### src/rtl/sip_pkg.sv
package sip_pkg;
  // Handshake events seen in the clock domain
  typedef struct packed {
    logic strobeFall;
    logic strobeRise;
    logic readFall;
    logic readRise;
  } hsEvents_t;

  // Strobes from control to datapath
  typedef struct packed {
    logic loadLatch;
  } dpCtrl_t;
endpackage

### src/rtl/sip_edge_sync.sv
module sip_edge_sync #(
  parameter int STAGES = 2,
  parameter logic IDLE_LEVEL = 1'b1
) (
  input  logic clk,
  input  logic rst,
  input  logic asyncIn,
  output logic fellEv,
  output logic roseEv
);
  logic [STAGES-1:0] chain;
  logic prevLevel;

  always_ff @(posedge clk) begin
    if (rst) chain[0] <= IDLE_LEVEL;
    else     chain[0] <= asyncIn;
  end

  for (genvar g = 1; g < STAGES; g++) begin : g_stage
    always_ff @(posedge clk) begin
      if (rst) chain[g] <= IDLE_LEVEL;
      else     chain[g] <= chain[g-1];
    end
  end

  always_ff @(posedge clk) begin
    if (rst) prevLevel <= IDLE_LEVEL;
    else     prevLevel <= chain[STAGES-1];
  end

  assign fellEv = prevLevel & ~chain[STAGES-1];
  assign roseEv = ~prevLevel & chain[STAGES-1];
endmodule

### src/rtl/sip_datapath.sv
module sip_datapath
  import sip_pkg::*;
#(
  parameter int DATA_W = 8,
  parameter int SYNC_STAGES = 2
) (
  input  logic              clk,
  input  logic              rst,
  input  logic [DATA_W-1:0] pinData,
  input  logic              strobeN,
  input  logic              readN,
  input  logic              regSel,
  input  logic              cpuWrEn,
  input  logic              cpuWrBit,
  input  dpCtrl_t           ctrl,
  input  logic              intPending,
  input  logic              bufFull,
  output hsEvents_t         events,
  output logic [DATA_W-1:0] cpuRdData,
  output logic              intReq
);
  localparam int PAD_W = DATA_W - 3;

  logic [DATA_W-1:0] dataLatch;
  logic              enableReg;

  sip_edge_sync #(.STAGES(SYNC_STAGES), .IDLE_LEVEL(1'b1)) u_strobeSync (
    .clk(clk), .rst(rst), .asyncIn(strobeN),
    .fellEv(events.strobeFall), .roseEv(events.strobeRise)
  );

  sip_edge_sync #(.STAGES(SYNC_STAGES), .IDLE_LEVEL(1'b1)) u_readSync (
    .clk(clk), .rst(rst), .asyncIn(readN),
    .fellEv(events.readFall), .roseEv(events.readRise)
  );

  always_ff @(posedge clk) begin
    if (rst)                dataLatch <= '0;
    else if (ctrl.loadLatch) dataLatch <= pinData;
  end

  always_ff @(posedge clk) begin
    if (rst)          enableReg <= 1'b0;
    else if (cpuWrEn) enableReg <= cpuWrBit;
  end

  assign intReq = intPending & enableReg;

  always_comb begin
    if (regSel) cpuRdData = {{PAD_W{1'b0}}, intReq, enableReg, bufFull};
    else        cpuRdData = dataLatch;
  end


  enable_write_chk: assert property (@(posedge clk) disable iff (rst)
    !$stable(enableReg) |-> $past(cpuWrEn));


  latch_only_on_load_chk: assert property (@(posedge clk) disable iff (rst)
    !$stable(dataLatch) |-> $past(ctrl.loadLatch));
endmodule

### src/rtl/sip_control.sv
module sip_control
  import sip_pkg::*;
(
  input  logic      clk,
  input  logic      rst,
  input  hsEvents_t events,
  input  logic      regSel,
  output dpCtrl_t   ctrl,
  output logic      bufFull,
  output logic      intPending
);
  typedef enum logic [1:0] {
    ST_IDLE,
    ST_ACKED,
    ST_HELD,
    ST_DRAIN
  } hsState_t;

  hsState_t state, stateNext;

  always_comb begin
    stateNext      = state;
    ctrl.loadLatch = 1'b0;
    unique case (state)
      ST_IDLE:  if (events.strobeFall) stateNext = ST_ACKED;
      ST_ACKED: if (events.strobeRise) begin
                  stateNext      = ST_HELD;
                  ctrl.loadLatch = 1'b1;
                end
      ST_HELD:  if (events.readFall && !regSel) stateNext = ST_DRAIN;
      ST_DRAIN: if (events.readRise) stateNext = ST_IDLE;
      default:  stateNext = ST_IDLE;
    endcase
  end

  always_ff @(posedge clk) begin
    if (rst) state <= ST_IDLE;
    else     state <= stateNext;
  end

  assign bufFull    = (state != ST_IDLE);
  assign intPending = (state == ST_HELD);


  ack_on_fall_chk: assert property (@(posedge clk) disable iff (rst)
    (!bufFull && events.strobeFall) |=> bufFull);


  int_after_rise_chk: assert property (@(posedge clk) disable iff (rst)
    $rose(intPending) |-> $past(events.strobeRise));


  int_drop_on_read_chk: assert property (@(posedge clk) disable iff (rst)
    $fell(intPending) |-> $past(events.readFall && !regSel));


  full_clear_on_rise_chk: assert property (@(posedge clk) disable iff (rst)
    $fell(bufFull) |-> $past(events.readRise));
endmodule

### src/rtl/strobed_input_port.sv
module strobed_input_port
  import sip_pkg::*;
#(
  parameter int DATA_W = 8,
  parameter int SYNC_STAGES = 2
) (
  input  logic              clk,
  input  logic              rst,
  input  logic [DATA_W-1:0] pinData,
  input  logic              strobeN,
  output logic              bufFull,
  input  logic              readN,
  input  logic              regSel,
  input  logic              cpuWrEn,
  input  logic              cpuWrBit,
  output logic [DATA_W-1:0] cpuRdData,
  output logic              intReq
);
  hsEvents_t events;
  dpCtrl_t   ctrl;
  logic      intPending;

  sip_control u_control (
    .clk(clk), .rst(rst), .events(events), .regSel(regSel),
    .ctrl(ctrl), .bufFull(bufFull), .intPending(intPending)
  );

  sip_datapath #(.DATA_W(DATA_W), .SYNC_STAGES(SYNC_STAGES)) u_datapath (
    .clk(clk), .rst(rst), .pinData(pinData), .strobeN(strobeN),
    .readN(readN), .regSel(regSel), .cpuWrEn(cpuWrEn), .cpuWrBit(cpuWrBit),
    .ctrl(ctrl), .intPending(intPending), .bufFull(bufFull),
    .events(events), .cpuRdData(cpuRdData), .intReq(intReq)
  );
endmodule

### config.mk
export PLATFORM = sky130hd
export DESIGN_NAME = strobed_input_port
export DESIGN_NICKNAME = d
export VERILOG_FILES = /design/src/rtl/sip_pkg.sv /design/src/rtl/sip_edge_sync.sv /design/src/rtl/sip_datapath.sv /design/src/rtl/sip_control.sv /design/src/rtl/strobed_input_port.sv
export SDC_FILE = /design/constraint.sdc
export NUM_CORES = 1
export LEC_CHECK = 0
export BUFFER_PORTS_ARGS = -buffer_cell sky130_fd_sc_hd__buf_4
export CELL_PAD_IN_SITES_DETAIL_PLACEMENT = 0
export CELL_PAD_IN_SITES_GLOBAL_PLACEMENT = 1
export CORE_AREA = 2 2 54 56
export CTS_CLUSTER_SIZE = 40
export DETAILED_ROUTE_END_ITERATION = 12
export DIE_AREA = 0 0 56 58
export HOLD_SLACK_MARGIN = 0.08
export PLACE_DENSITY_LB_ADDON = 0.05
export SKIP_CTS_REPAIR_TIMING = 1
export SYNTH_ARGS = -nofsm -noshare
export SYNTH_HDL_FRONTEND = slang
export SYNTH_SLANG_ARGS = --single-unit
### constraint.sdc
create_clock -name clk -period 1.1 [get_ports clk]
set_input_delay 0.055 -clock clk [delete_from_list [all_inputs] [get_ports clk]]
set_output_delay 0.055 -clock clk [all_outputs]
set_load 0.005 [all_outputs]
# [After elaboration in Yosys (flattened, before gate mapping)]
# Cells that the tools add are included.
[word_totals] reg_bits=17 input_bits=15 output_inout_bits=10 elab_cells=38
[classes] n_eq_ne=7 mux=8 n_bitwise=9 n_reduce_logical=5
[ops] cell="2-bit two-way mux" count=4
[ops] cell="8-bit two-way mux" count=1
[ops] cell="2-bit one-hot mux with 4 select lines" count=1
[ops] cell="2-bit by 1-bit inequality test with 1-bit output, second input constant" count=3
[ops] cell="1-bit AND" count=5
[ops] cell="2-bit == test, second input constant" count=2
[ops] cell="1-bit NOT" count=4
[ops] cell="4-bit AND reduction" count=1
[ops] cell="2-bit by 1-bit == test with 1-bit output, second input constant" count=1
[ops] cell="2-bit zero test" count=1
[ops] cell="1-bit two-way mux" count=2
[ops] cell="2-bit inequality test, second input constant" count=1
[ops] cell="2-bit nonzero test" count=1
[ops] cell="1-bit logical AND" count=1
[ops] cell="1-bit zero test" count=1

# [Logic depth before layout (Yosys ltp)]
[logic_depth] word_depth=5 mapped_depth=6 ltp_nobuf=5

# [Cells and area by module]
# From an unflattened synthesis, not the netlist that was laid out.
[hier_totals] hier_cells=77 hier_area_um2=817.0
[modules_own_cells] module="sip_datapath" instances=1 cells_each=38 area_per_inst_um2=406.6
[modules_own_cells] module="sip_control" instances=1 cells_each=23 area_per_inst_um2=225.2
[modules_own_cells] module="sip_edge_sync" instances=2 cells_each=8 area_per_inst_um2=92.6

# [Worst setup path after synthesis]
# OpenSTA, ideal clock, no wires.
[synth_path] path_kind="reg2reg" startpoint="reg u_control.state[1]" endpoint="reg u_datapath.dataLatch[0]" arrival_time_ps=1111 required_ps=973 path_slack_ps=-138 stages_incl_launch_ff=7 n_path_buf=1 period_less_slack_ps=1238 cell_sequence="dfxtp_1 > inv_1 > ha_1 > nand3b_1 > buf_2 > mux2i_1 > nor2_1"
[synth_via] elab_chain_cells=2
[synth_lines] item="start, declared" line_no="sip_control.sv:19" rtl="hsState_t state, stateNext;"
[synth_lines] item="start signal, assigned" line_no="sip_control.sv:38" rtl="else state <= stateNext;"
[synth_lines] item="2-bit by 1-bit == test with 1-bit output" line_no="sip_control.sv:24" rtl="unique case (state)"
[synth_lines] item="1-bit two-way mux" line_no="sip_control.sv:24"
[synth_lines] item="end signal, assigned" line_no="sip_datapath.sv:39" rtl="else if (ctrl.loadLatch) dataLatch <= pinData;"
[synth_lines] item="end, declared" line_no="sip_datapath.sv:24" rtl="logic [DATA_W-1:0] dataLatch;"
# Every way passes these cells.
# A chain may end at the register's enable or synchronous reset.

# [Worst setup path after layout]
[layout_path] startpoint="reg u_control.state[0]" endpoint="out cpuRdData[2]"
[layout_via] elab_chain_cells=3
[layout_lines] item="2-bit == test" line_no="sip_control.sv:42" rtl="assign intPending = (state == ST_HELD);"
[layout_lines] item="1-bit AND" line_no="sip_datapath.sv:47" rtl="assign intReq = intPending & enableReg;"
[layout_lines] item="8-bit two-way mux" line_no="sip_datapath.sv:50" rtl="if (regSel) cpuRdData = {{PAD_W{1'b0}}, intReq, enableReg, bufFull};"
[layout_lines] item="end, declared" line_no="strobed_input_port.sv:16" rtl="output logic [DATA_W-1:0] cpuRdData,"
# Every way passes these cells.

==> metrics.cfg <==
[worst_setup_path]
reg2reg_slack_ns=-0.22
endpoint_kind=output pin
crit_fanout=3
rr_worst_depth=6
crit_type=register to output pin
timing.rr.start=u_control.state[0]$_SDFFE_PP0P_
crit_arrival_ns=1.38
cp-start-kind=register
critPathRequiredTime_ns=1.04
rr_endpoint=u_control.state[0]$_SDFFE_PP0P_

[synth]
synth.yosys.seq_area_share=0.441
synthCells=76
synth-seq-cells=17
async_flop_share=0
synth_cell_types=19
ys.flop_type=dfxtp_1
synth_edf_count=0
synth_largest_area_cell=dfxtp_1
synth_area_leaders=dfxtp_1 44%, mux2i_1 14%, ha_1 6.5%
synthTopCellsByCount=17 x dfxtp_1, 11 x mux2i_1, 10 x nor2_1
syn_nets=95
synthMostInstantiatedCell=dfxtp_1
yosysWarnings=0
netlist_area_um2=772
synth_top_area_share=0.441
syn_avg_cell_area_um2=10.2

[cells_and_area]
post_layout_nonfiller_instances=155
finalNetCount=144
insertedDiodeCount=0
area_delta_synth_final_pct=71.8
drive_above_1_share=0.565

[routing]
drtIter0Drc=10
drt-pass1-iter-count=4
wl_um=1720
avgRoutedWirePerCell_um=11.1
drc=0
final_antenna_net_count=0
drt-vias-per-instance=4.25
vias=658

[die]
io-pin-count=25
die_area_mm2=0.00325
rows=19
die_w_um=56
start_util=0.290
coreArea_mm2=0.00266
dieHeight_um=58

[grt]
antenna_found_initial=0
grt.total_usage=0.110
grt_max_degree=20
grt_pass1_wl_um=2750
grt_pass1_vias=589
grt_overflow=0

[placed_design]
io_buffers=24
place_inst=133
dp_slack_ns=-0.131
hpwl_um=1110
gp_congestion=0.705

[power]
power.leakage_nw=0.628
peakVddDrop_mv=1.05
p_per_area_mw_per_mm2=1270

[clock_tree]
clock_latency_ns=0.29
cts_sinks=17
cts_root_buf=clkbuf_4
clk_pin_slew_ns=0.11
htreeDepth=1
cts_tree=built
clock_path_buffers=2
cts_made_buffers=3

[hold_path]
min_to=u_control.state[1]$_SDFFE_PP0P_
hold_start=regSel
hold_path.class=primary input to register
hold_depth=5

[timing]
final_hold_viol_count=0
finalCritPeriodShare=1.31
tightest_slew_ns=0.188
fmax_mhz=696
slew_headroom=0.875
layout_setup_ws_ns=-0.336
period_minus_slack_ns=1.44
finalSetupViolCount=14
rsz0062_at_grt=yes
setup_tns_ns=-2.94
clock_skew_ns=0.00450
report.final.slew_viol_count=0

[run_status]
status=complete, but fails checks
violations=negative setup slack

[run]
cap_viol_max_count=0

flip-flops by register name, indices dropped and copies added, names as in the netlist:
name	count
u_datapath.dataLatch	8
u_control.state	2
u_datapath.u_readSync.chain	2
u_datapath.u_strobeSync.chain	2
u_datapath.enableReg	1
u_datapath.u_readSync.prevLevel	1
u_datapath.u_strobeSync.prevLevel	1
cell type report:
| cell class | instances | area, um2 |
|---|---|---|
| flip-flops and latches | 17 | 350 |
| repair buffers | 48 | 424 |
| multi-input cells | 52 | 469 |
| inverters | 3 | 16.3 |
| clock buffers | 3 | 22.5 |
| clock inverters | 1 | 5.00 |
| well taps | 31 | 38.8 |
| fillers | 268 | 1340 |
worst max path at each step:
| stage | start | end | slack, ns | depth (start not counted) |
|---|---|---|---|---|
| global route | u_control.state[0]$_SDFFE_PP0P_ | cpuRdData[2] | -0.40 | 5 |
| finish | u_control.state[0]$_SDFFE_PP0P_ | cpuRdData[2] | -0.34 | 5 |
| CTS | u_control.state[0]$_SDFFE_PP0P_ | cpuRdData[2] | -0.46 | 5 |
| floorplan | u_datapath.u_readSync.prevLevel$_SDFF_PP1_ | u_control.state[0]$_SDFFE_PP0P_ | -0.07 | 4 |
| detailed placement | u_control.state[0]$_SDFFE_PP0P_ | u_control.state[0]$_SDFFE_PP0P_ | -0.13 | 5 |
| global placement | u_control.state[0]$_SDFFE_PP0P_ | u_control.state[1]$_SDFFE_PP0P_ | -0.13 | 5 |
metal layers:
metal / GRT usage / vias up / routed length (um)
li1: - / 344 / -
met1: 0.148 / 294 / 813
met2: 0.163 / 18 / 785
met3: 0.0513 / 2 / 104
met4: 0.0204 / 0 / 13
met5: 0 / - / 0
worst max-delay path, stage by stage, from the launching register on:
cell and delay [ns]:
dfxtp_4 0.39, inv_4 0.04, ha_4 0.15, and2_4 0.13, mux2_4 0.26, buf_6 0.11
stage by stage:
| step | util | cell area [um2] | hold slack, ns | total power, W |
|---|---|---|---|---|
| after detailed placement | 0.391 | 1040 | 0.241 | 0.00110 |
| after global routing | 0.498 | 1330 | 0.397 | 0.00181 |
| after floorplan | - | 795 | 0.159 | 0.000923 |
| after global placement | 0.391 | 1040 | 0.240 | 0.00109 |
| final | 0.498 | 1330 | 0.378 | 0.00168 |
| after CTS | 0.401 | 1070 | -0.0789 | 0.00145 |
logic make-up (layout without fill, tap and decap cells):
kind of cell,Yosys count,after routing,synth area share
AND/OR/NAND/NOR,30,30,0.235
flip-flops,17,17,0.441
multiplexers,13,13,0.172
buffers and inverters,7,55,0.0454
AO/OA/AOI/OAI,5,5,0.0421
adder cells (fa/ha/maj),4,4,0.0648
cells in the final DEF, fill, tap and decap left out, drive strengths merged, types with 3 or more instances in the layout:
cell,count
buf,35
mux2i,11
inv,3
or2,6
dlygate4sd3,13
dfxtp,17
and2b,5
clkbuf,3
nor2,10
a21oi,3
ha,4
nand2b,4
report_power, final:
part           internal [W]  leakage [nW]  switching [W]
registers          0.000663         0.140      0.0000412
clock network      0.000135        0.0177       0.000209
logic              0.000396         0.470       0.000240
total               0.00119         0.628       0.000490
(Power assumes the default switching activity.)
